--- src/rtl/atspeed_pkg.sv ---
// Shared types for the at-speed scan test sequencer.
package atspeed_pkg;
    // Phases of one two-pattern test
    typedef enum logic [2:0] {
        ST_IDLE,
        ST_LOAD,
        ST_LAUNCH,
        ST_CAPT,
        ST_UNLOAD
    } seq_st_e;

    // How the second pattern is formed
    typedef enum logic {
        LAUNCH_SHIFT = 1'b0,
        LAUNCH_CAPT  = 1'b1
    } launch_mode_e;
endpackage

--- src/rtl/atspeed_period_timer.sv ---
// Down-counter that sets the spacing between chain edges.
// Assumes: reload is pulsed on the cycle an edge is taken; a period of 0 acts as 1.
module atspeed_period_timer #(
    parameter int PER_W = 8
) (
    input  logic             clk,
    input  logic             rst_n,
    input  logic             reload,
    input  logic [PER_W-1:0] period,
    output logic             expired
);
    logic [PER_W-1:0] cnt;

    // Load period-1 on reload, otherwise count down to zero and hold
    always_ff @(posedge clk) begin
        if (!rst_n)
            cnt <= '0;
        else if (reload)
            cnt <= (period == '0) ? '0 : period - PER_W'(1);
        else if (cnt != '0)
            cnt <= cnt - PER_W'(1);
    end

    assign expired = (cnt == '0);

    AST_TMR_HOLD: assert property (@(posedge clk) disable iff (!rst_n)
        (!reload && cnt == '0) |=> (cnt == '0)) else $error("timer left zero without reload");
endmodule

--- src/rtl/atspeed_seq.sv ---
// Phase sequencer: load, launch, capture, unload.
// Assumes: the chain takes an edge in each cycle where slow_ce or rated_ce is high;
// settings are latched at the accepted start and held for the whole test.
module atspeed_seq
    import atspeed_pkg::*;
#(
    parameter int LEN_W     = 6,
    parameter int PER_W     = 8,
    parameter int SE_SETTLE = 2
) (
    input  logic             clk,
    input  logic             rst_n,
    input  logic             start,
    input  logic             launch_mode,
    input  logic [LEN_W-1:0] chain_len,
    input  logic [PER_W-1:0] slow_per,
    input  logic [PER_W-1:0] rated_per,
    input  logic             tmr_expired,
    output logic             tmr_reload,
    output logic [PER_W-1:0] tmr_period,
    output logic             scan_en,
    output logic             slow_ce,
    output logic             rated_ce,
    output logic             pat_take,
    output logic             unload_edge,
    output logic             last_unload,
    output logic             busy,
    output logic             per_err
);
    localparam logic [PER_W-1:0] SETTLE_P = PER_W'(SE_SETTLE);

    seq_st_e          state;
    launch_mode_e     mode_q;
    logic [LEN_W-1:0] len_q;
    logic [PER_W-1:0] slow_q;
    logic [PER_W-1:0] rated_q;
    logic [LEN_W-1:0] bitc;
    logic             scan_en_q;
    logic             per_err_q;
    logic             tick;
    logic             bit_last;
    logic             accept;
    logic [PER_W-1:0] rated_eff;

    // Decode the edge of the current phase and the accepted start
    always_comb begin
        accept    = (state == ST_IDLE) && start;
        tick      = (state != ST_IDLE) && tmr_expired;
        bit_last  = (bitc == len_q - LEN_W'(1));
        rated_eff = (rated_per == '0) ? PER_W'(1) : rated_per;
    end

    // Enable pulses, pattern consumption and unload markers
    always_comb begin
        slow_ce     = tick && (state == ST_LOAD || state == ST_UNLOAD);
        rated_ce    = tick && (state == ST_LAUNCH || state == ST_CAPT);
        pat_take    = tick && (state == ST_LOAD ||
                               (state == ST_LAUNCH && mode_q == LAUNCH_SHIFT));
        unload_edge = tick && (state == ST_UNLOAD);
        last_unload = unload_edge && bit_last;
    end

    // Spacing to the next edge: rated only for the launch-to-capture gap
    always_comb begin
        tmr_reload = accept || tick;
        if (state == ST_IDLE)
            tmr_period = slow_per;
        else if (state == ST_LAUNCH)
            tmr_period = rated_q;
        else
            tmr_period = slow_q;
    end

    // Phase sequencing, bit counting and scan-enable control
    always_ff @(posedge clk) begin
        if (!rst_n) begin
            state     <= ST_IDLE;
            mode_q    <= LAUNCH_SHIFT;
            len_q     <= LEN_W'(1);
            slow_q    <= '0;
            rated_q   <= '0;
            bitc      <= '0;
            scan_en_q <= 1'b0;
            per_err_q <= 1'b0;
        end else begin
            case (state)
                ST_IDLE: if (accept) begin
                    mode_q    <= launch_mode_e'(launch_mode);
                    len_q     <= (chain_len == '0) ? LEN_W'(1) : chain_len;
                    slow_q    <= slow_per;
                    rated_q   <= rated_per;
                    bitc      <= '0;
                    scan_en_q <= 1'b1;
                    per_err_q <= (launch_mode == 1'b0) && (rated_eff < SETTLE_P);
                    state     <= ST_LOAD;
                end
                ST_LOAD: if (tick) begin
                    if (bit_last) begin
                        bitc  <= '0;
                        state <= ST_LAUNCH;
                        if (mode_q == LAUNCH_CAPT)
                            scan_en_q <= 1'b0;
                    end else begin
                        bitc <= bitc + LEN_W'(1);
                    end
                end
                ST_LAUNCH: if (tick) begin
                    scan_en_q <= 1'b0;
                    state     <= ST_CAPT;
                end
                ST_CAPT: if (tick) begin
                    scan_en_q <= 1'b1;
                    state     <= ST_UNLOAD;
                end
                ST_UNLOAD: if (tick) begin
                    if (bit_last) begin
                        bitc      <= '0;
                        scan_en_q <= 1'b0;
                        state     <= ST_IDLE;
                    end else begin
                        bitc <= bitc + LEN_W'(1);
                    end
                end
                default: state <= ST_IDLE;
            endcase
        end
    end

    assign scan_en = scan_en_q;
    assign busy    = (state != ST_IDLE);
    assign per_err = per_err_q;

    AST_SHIFT_SE_HIGH: assert property (@(posedge clk) disable iff (!rst_n)
        slow_ce |-> scan_en_q) else $error("slow edge without scan enable");
    AST_LOS_LAUNCH_SE: assert property (@(posedge clk) disable iff (!rst_n)
        (rated_ce && state == ST_LAUNCH && mode_q == LAUNCH_SHIFT) |-> scan_en_q)
        else $error("shift launch without scan enable");
    AST_CAPT_SE_LOW: assert property (@(posedge clk) disable iff (!rst_n)
        (rated_ce && state == ST_CAPT) |-> !scan_en_q) else $error("capture in scan mode");
    AST_LOC_LAUNCH_SE: assert property (@(posedge clk) disable iff (!rst_n)
        (rated_ce && state == ST_LAUNCH && mode_q == LAUNCH_CAPT) |-> !scan_en_q)
        else $error("functional launch in scan mode");
    AST_BITC_RANGE: assert property (@(posedge clk) disable iff (!rst_n)
        busy |-> (bitc < len_q)) else $error("bit counter out of range");
    AST_IGNORE_START: assert property (@(posedge clk) disable iff (!rst_n)
        (busy && start) |=> (mode_q == $past(mode_q) && len_q == $past(len_q)))
        else $error("settings changed while busy");
endmodule

--- src/rtl/atspeed_resp.sv ---
// Response stream register and end-of-test pulse.
// Assumes: unload_edge marks the cycle in which the chain shifts one bit out.
module atspeed_resp (
    input  logic clk,
    input  logic rst_n,
    input  logic unload_edge,
    input  logic last_unload,
    input  logic resp_in,
    output logic resp_out,
    output logic resp_valid,
    output logic done
);
    // Sample the chain tail at each unload edge and flag the final one
    always_ff @(posedge clk) begin
        if (!rst_n) begin
            resp_out   <= 1'b0;
            resp_valid <= 1'b0;
            done       <= 1'b0;
        end else begin
            if (unload_edge)
                resp_out <= resp_in;
            resp_valid <= unload_edge;
            done       <= last_unload;
        end
    end

    AST_DONE_PULSE: assert property (@(posedge clk) disable iff (!rst_n)
        done |=> !done) else $error("done longer than one cycle");
    AST_DONE_WITH_BIT: assert property (@(posedge clk) disable iff (!rst_n)
        done |-> resp_valid) else $error("done without final bit");
endmodule

--- src/rtl/atspeed_ctl.sv ---
// Top of the two-pattern at-speed scan test sequencer.
// Assumes: the chain and the logic under test are outside; both use clk qualified by
// slow_ce or rated_ce, and resp_in is the last cell's output.
module atspeed_ctl
    import atspeed_pkg::*;
#(
    parameter int LEN_W     = 6,
    parameter int PER_W     = 8,
    parameter int SE_SETTLE = 2
) (
    input  logic             clk,
    input  logic             rst_n,
    input  logic             start,
    input  logic             launch_mode,
    input  logic [LEN_W-1:0] chain_len,
    input  logic [PER_W-1:0] slow_per,
    input  logic [PER_W-1:0] rated_per,
    input  logic             pat_in,
    input  logic             resp_in,
    output logic             scan_en,
    output logic             scan_si,
    output logic             pat_take,
    output logic             slow_ce,
    output logic             rated_ce,
    output logic             resp_out,
    output logic             resp_valid,
    output logic             done,
    output logic             busy,
    output logic             per_err
);
    logic             tmr_reload;
    logic             tmr_expired;
    logic [PER_W-1:0] tmr_period;
    logic             unload_edge;
    logic             last_unload;

    atspeed_period_timer #(.PER_W(PER_W)) u_timer (
        .clk     (clk),
        .rst_n   (rst_n),
        .reload  (tmr_reload),
        .period  (tmr_period),
        .expired (tmr_expired)
    );

    atspeed_seq #(.LEN_W(LEN_W), .PER_W(PER_W), .SE_SETTLE(SE_SETTLE)) u_seq (
        .clk         (clk),
        .rst_n       (rst_n),
        .start       (start),
        .launch_mode (launch_mode),
        .chain_len   (chain_len),
        .slow_per    (slow_per),
        .rated_per   (rated_per),
        .tmr_expired (tmr_expired),
        .tmr_reload  (tmr_reload),
        .tmr_period  (tmr_period),
        .scan_en     (scan_en),
        .slow_ce     (slow_ce),
        .rated_ce    (rated_ce),
        .pat_take    (pat_take),
        .unload_edge (unload_edge),
        .last_unload (last_unload),
        .busy        (busy),
        .per_err     (per_err)
    );

    atspeed_resp u_resp (
        .clk         (clk),
        .rst_n       (rst_n),
        .unload_edge (unload_edge),
        .last_unload (last_unload),
        .resp_in     (resp_in),
        .resp_out    (resp_out),
        .resp_valid  (resp_valid),
        .done        (done)
    );

    // Feed pattern bits only when one is consumed; unload shifts in zeros
    assign scan_si = pat_take & pat_in;

    AST_ONE_ENABLE: assert property (@(posedge clk) disable iff (!rst_n)
        !(slow_ce && rated_ce)) else $error("both enables at once");
    AST_IDLE_QUIET: assert property (@(posedge clk) disable iff (!rst_n)
        !busy |-> !(slow_ce || rated_ce)) else $error("edge while idle");
endmodule

--- config.mk ---
export PLATFORM = sky130hd
export DESIGN_NAME = atspeed_ctl
export DESIGN_NICKNAME = d
export VERILOG_FILES = /design/src/rtl/atspeed_pkg.sv /design/src/rtl/atspeed_period_timer.sv /design/src/rtl/atspeed_seq.sv /design/src/rtl/atspeed_resp.sv /design/src/rtl/atspeed_ctl.sv
export SDC_FILE = /design/constraint.sdc
export NUM_CORES = 1
export LEC_CHECK = 0
export ABC_AREA = 1
export BUFFER_PORTS_ARGS = -buffer_cell sky130_fd_sc_hd__buf_2
export CAP_MARGIN = 10
export CORE_MARGIN = 5
export CORE_UTILIZATION = 45
export CTS_CLUSTER_SIZE = 30
export DETAILED_ROUTE_END_ITERATION = 6
export GPL_ROUTABILITY_DRIVEN = 0
export GPL_TIMING_DRIVEN = 0
export PLACE_DENSITY = 0.65
export SLEW_MARGIN = 20
export SYNTH_ARGS = -nofsm -noshare
export SYNTH_HDL_FRONTEND = slang
export SYNTH_SLANG_ARGS = --single-unit
export TNS_END_PERCENT = 100
--- constraint.sdc ---
create_clock -name clk -period 2.4 [get_ports clk]
set_clock_uncertainty 0.05 [all_clocks]
set_input_delay 0.48 -clock clk [delete_from_list [all_inputs] [get_ports clk]]
set_output_delay 0.48 -clock clk [all_outputs]
set_load 0.05 [all_outputs]
==> flow_summary.toml <==
[status]
status = "finished clean"

[drt]
drc_errors = 0
vias = 2602
wl_mm = 6.64
viasPerCell = 5.05
wire_per_inst_um = 12.9
drt_iter0_drc = 142
dr.pass1.iters = 4
detail-route-antenna-nets = 0

[global_routing]
grt.overflow.total = 0
track_usage_pct = 18.4
grt_pass1_vias = 2374
antenna_found_initial = 0
grt_max_degree = 14
grt_pass1_wl_mm = 11.0

[cells_and_area]
layout.nets = 476
drive_gt1_share_pct = 16.9
regArea_um2 = 901
fillCellCount = 559
finish.utilization_pct = 54.4
antenna_cells = 0
syn2layout_area_growth_pct = 15.7
multi_input_area_mm2 = 0.00150
fin_area_mm2 = 0.00303

[sta]
post-route-min-period_ns = 2.29
maxSlewViolCount = 0
setup-tns-final_ns = 0
tightest_slew_ns = 0.574
hold_violations = 0
post-route-period-util_pct = 95.6
finalWorstSetupSlack_ns = 0.105
setup_viol = 0
maxSlewHeadroom_pct = 61.7
rsz0062_at_grt = "no"
max_freq_mhz = 436

[synth]
netlist_instances = 397
synth-edff-count = 0
synth-async-reset-ratio_pct = 0
synth_seq_cells = 45
synth_nets = 431
synth_most_common_cell = "nand2_1"
synth_top_area_share_pct = 34.4
synth-main-ff-cell = "dfxtp_1"
synthTopCellsByCount = "105 x nand2_1, 45 x dfxtp_1, 42 x inv_1"
syn_area_mm2 = 0.00262
synth.distinct_cells = 36
postSynthAreaPerCell_um2 = 6.60
ys_seq_area_share_pct = 34.4
synth_area_leaders = "dfxtp_1 34%, nand2_1 15%, a21oi_1 7.4%"
synth_top_area_cell = "dfxtp_1"
ys_warn_count = 0

[min_path]
hold_class = "input pin to flop"
hp-start = "chain_len[0]"
min_to = "u_seq.len_q[0]"
holdPathStages = 3

[placed_design]
pre_cts_ws_ns = 0.244
port_buffers = 37
placed_cell_area_mm2 = 0.00290
hpwlAfterDp_mm = 5.11

[clocking]
clk_latency_ns = 0.30
clk_pin_slew_ns = 0.09
cts-root-buf = "clkbuf_8"
clock_path_buffers = 2
htree_levels = 2
cts_hold_buf = 0
cts_tree = "done"
cts_inserted_buffers = 5
cts.sinks = 45

[setup_path]
path_delay_family = "simple AND/OR/NAND/NOR gates"
worstPathArrival_ns = 1.76
required_ns = 1.87
max_stage_delay_ns = 0.32
r2r_slack_ns = 0.35
cp_max_fo = 6
r2r_start = "u_timer.cnt[1]"
cp_cell_sequence = "inv_1 -> ha_1 -> nand3_1 -> nor2_4 -> nand2_4 -> nor3b_4 -> buf_6"
slowest_stage = "dfxtp_1"
critPathKind = "flop to output pin"
r2r_end = "u_timer.cnt[7]"
path_buf_inv = 2
ff2ff_path_depth = 13
setup.worst_path.start_class = "flop"
endpoint_kind = "output pin"

[pwr]
swShare_pct = 49.9
p_comb_share_pct = 59.1
power_switching_mw = 1.93
power_frac_seq_pct = 27.1
clkPwrFrac_pct = 13.8
intPower_mw = 1.93
power_density_mw_per_mm2 = 1270
p_leak_nw = 1.41
ir_drop_v = 0.000661

[floorplanning]
ioPinCount = 38
rows = 27
die_x_um = 86.3
core_area_mm2 = 0.00557
die_h_um = 86.3
die_area_mm2 = 0.00745
start_util_pct = 47.0

[job]
cap_violations = 0
[per-layer routing]
layer	vias to the layer above	wire length, µm	GRT usage [%]	part of all wire, %
met5	-	0	0	0
met4	0	72	4.67	1.1
met3	6	331	3.99	5.0
met2	70	2730	27.8	41
met1	1144	3510	26.5	53
li1	1382	-	-	-
[stage by stage]
step | cells | hold slack, ns | total power, mW
global route | 515 | 0.344 | 4.23
CTS | 514 | 0.346 | 3.84
detailed placement | 506 | 0.404 | 3.29
finish | 515 | 0.352 | 3.86
global placement | 506 | 0.395 | 3.26
floorplan | 397 | 0.380 | 2.81
[tightest hold or removal path: cells and delay by family]
family / cells / cell delay (ns)
AOI/OAI and AO/OA: 1 / 0.08
buffers and inverters: 1 / 0.07
and+or+nand+nor: 1 / 0.04
[cell type report]
type / instances / area share (%)
Multi-Input combinational cell: 296 / 49.6
Inverter: 46 / 5.78
Sequential cell: 45 / 29.7
Clock buffer: 7 / 3.18
Timing Repair Buffer: 38 / 6.72
Buffer: 10 / 1.90
Clock inverter: 1 / 0.165
Tap cell: 72 / 2.97
[placed cells by master, fill, tap and decap left out, types with 4 or more instances in the layout]
master and n:
nor3_1 8, dfxtp_1 45, clkbuf_1 5, inv_2 4, nand3_1 31, buf_2 35, inv_1 41, o21ai_0 27
nor2_1 38, nand2_1 105, nor2_2 5, nand2_2 4, clkbuf_8 7, nand4_1 5, xor2_1 7, ha_1 6
a21oi_1 39
[flip-flops by register name, summed over array words and instances (netlist names), 3 cells and up]
register and count:
u_seq.bitc 6, u_seq.slow_q 8, u_timer.cnt 8, u_seq.rated_q 8
u_seq.len_q 6, u_seq.state 3
[power groups by stage]
stage / combinational (mW) / sequential (mW) / clock (mW)
after floorplan: 1.74 / 1.07 / 0
after global placement: 2.21 / 1.06 / 0
after detailed placement: 2.23 / 1.06 / 0
after CTS: 2.25 / 1.04 / 0.540
after global routing: 2.59 / 1.07 / 0.574
final: 2.28 / 1.05 / 0.532
[how the worst max path moves through the flow]
| stage | from | endpoint | slack (ns) | cells after the start |
|---|---|---|---|---|
| after CTS | u_timer.cnt[0] | pat_take | 0.04 | 7 |
| after global placement | u_timer.cnt[0] | scan_si | 0.25 | 7 |
| after floorplan | u_timer.cnt[0] | scan_si | 0.22 | 6 |
| after global routing | u_timer.cnt[1] | scan_si | 0.005 | 7 |
| after detailed placement | u_timer.cnt[0] | scan_si | 0.24 | 7 |
| final | u_timer.cnt[1] | scan_si | 0.11 | 7 |
[repair_timing]
action,4_1_cts,5_1_grt
pin swaps,0,2
setup endpoints to repair,3,4
setup buffers,0,1
gates resized for setup,2,6
endpoints found under the hold margin,0,0
[logic make-up after synthesis]
| family | share of synthesized area, % |
|---|---|
| buffers and inverters | 8.88 |
| xor gates and xnor gates | 2.34 |
| AOI/OAI and AO/OA | 15.3 |
| DFF | 34.4 |
| adders and majority gates | 2.86 |
| and+or+nand+nor | 36.3 |
Power figures use the tool's default switching activity.
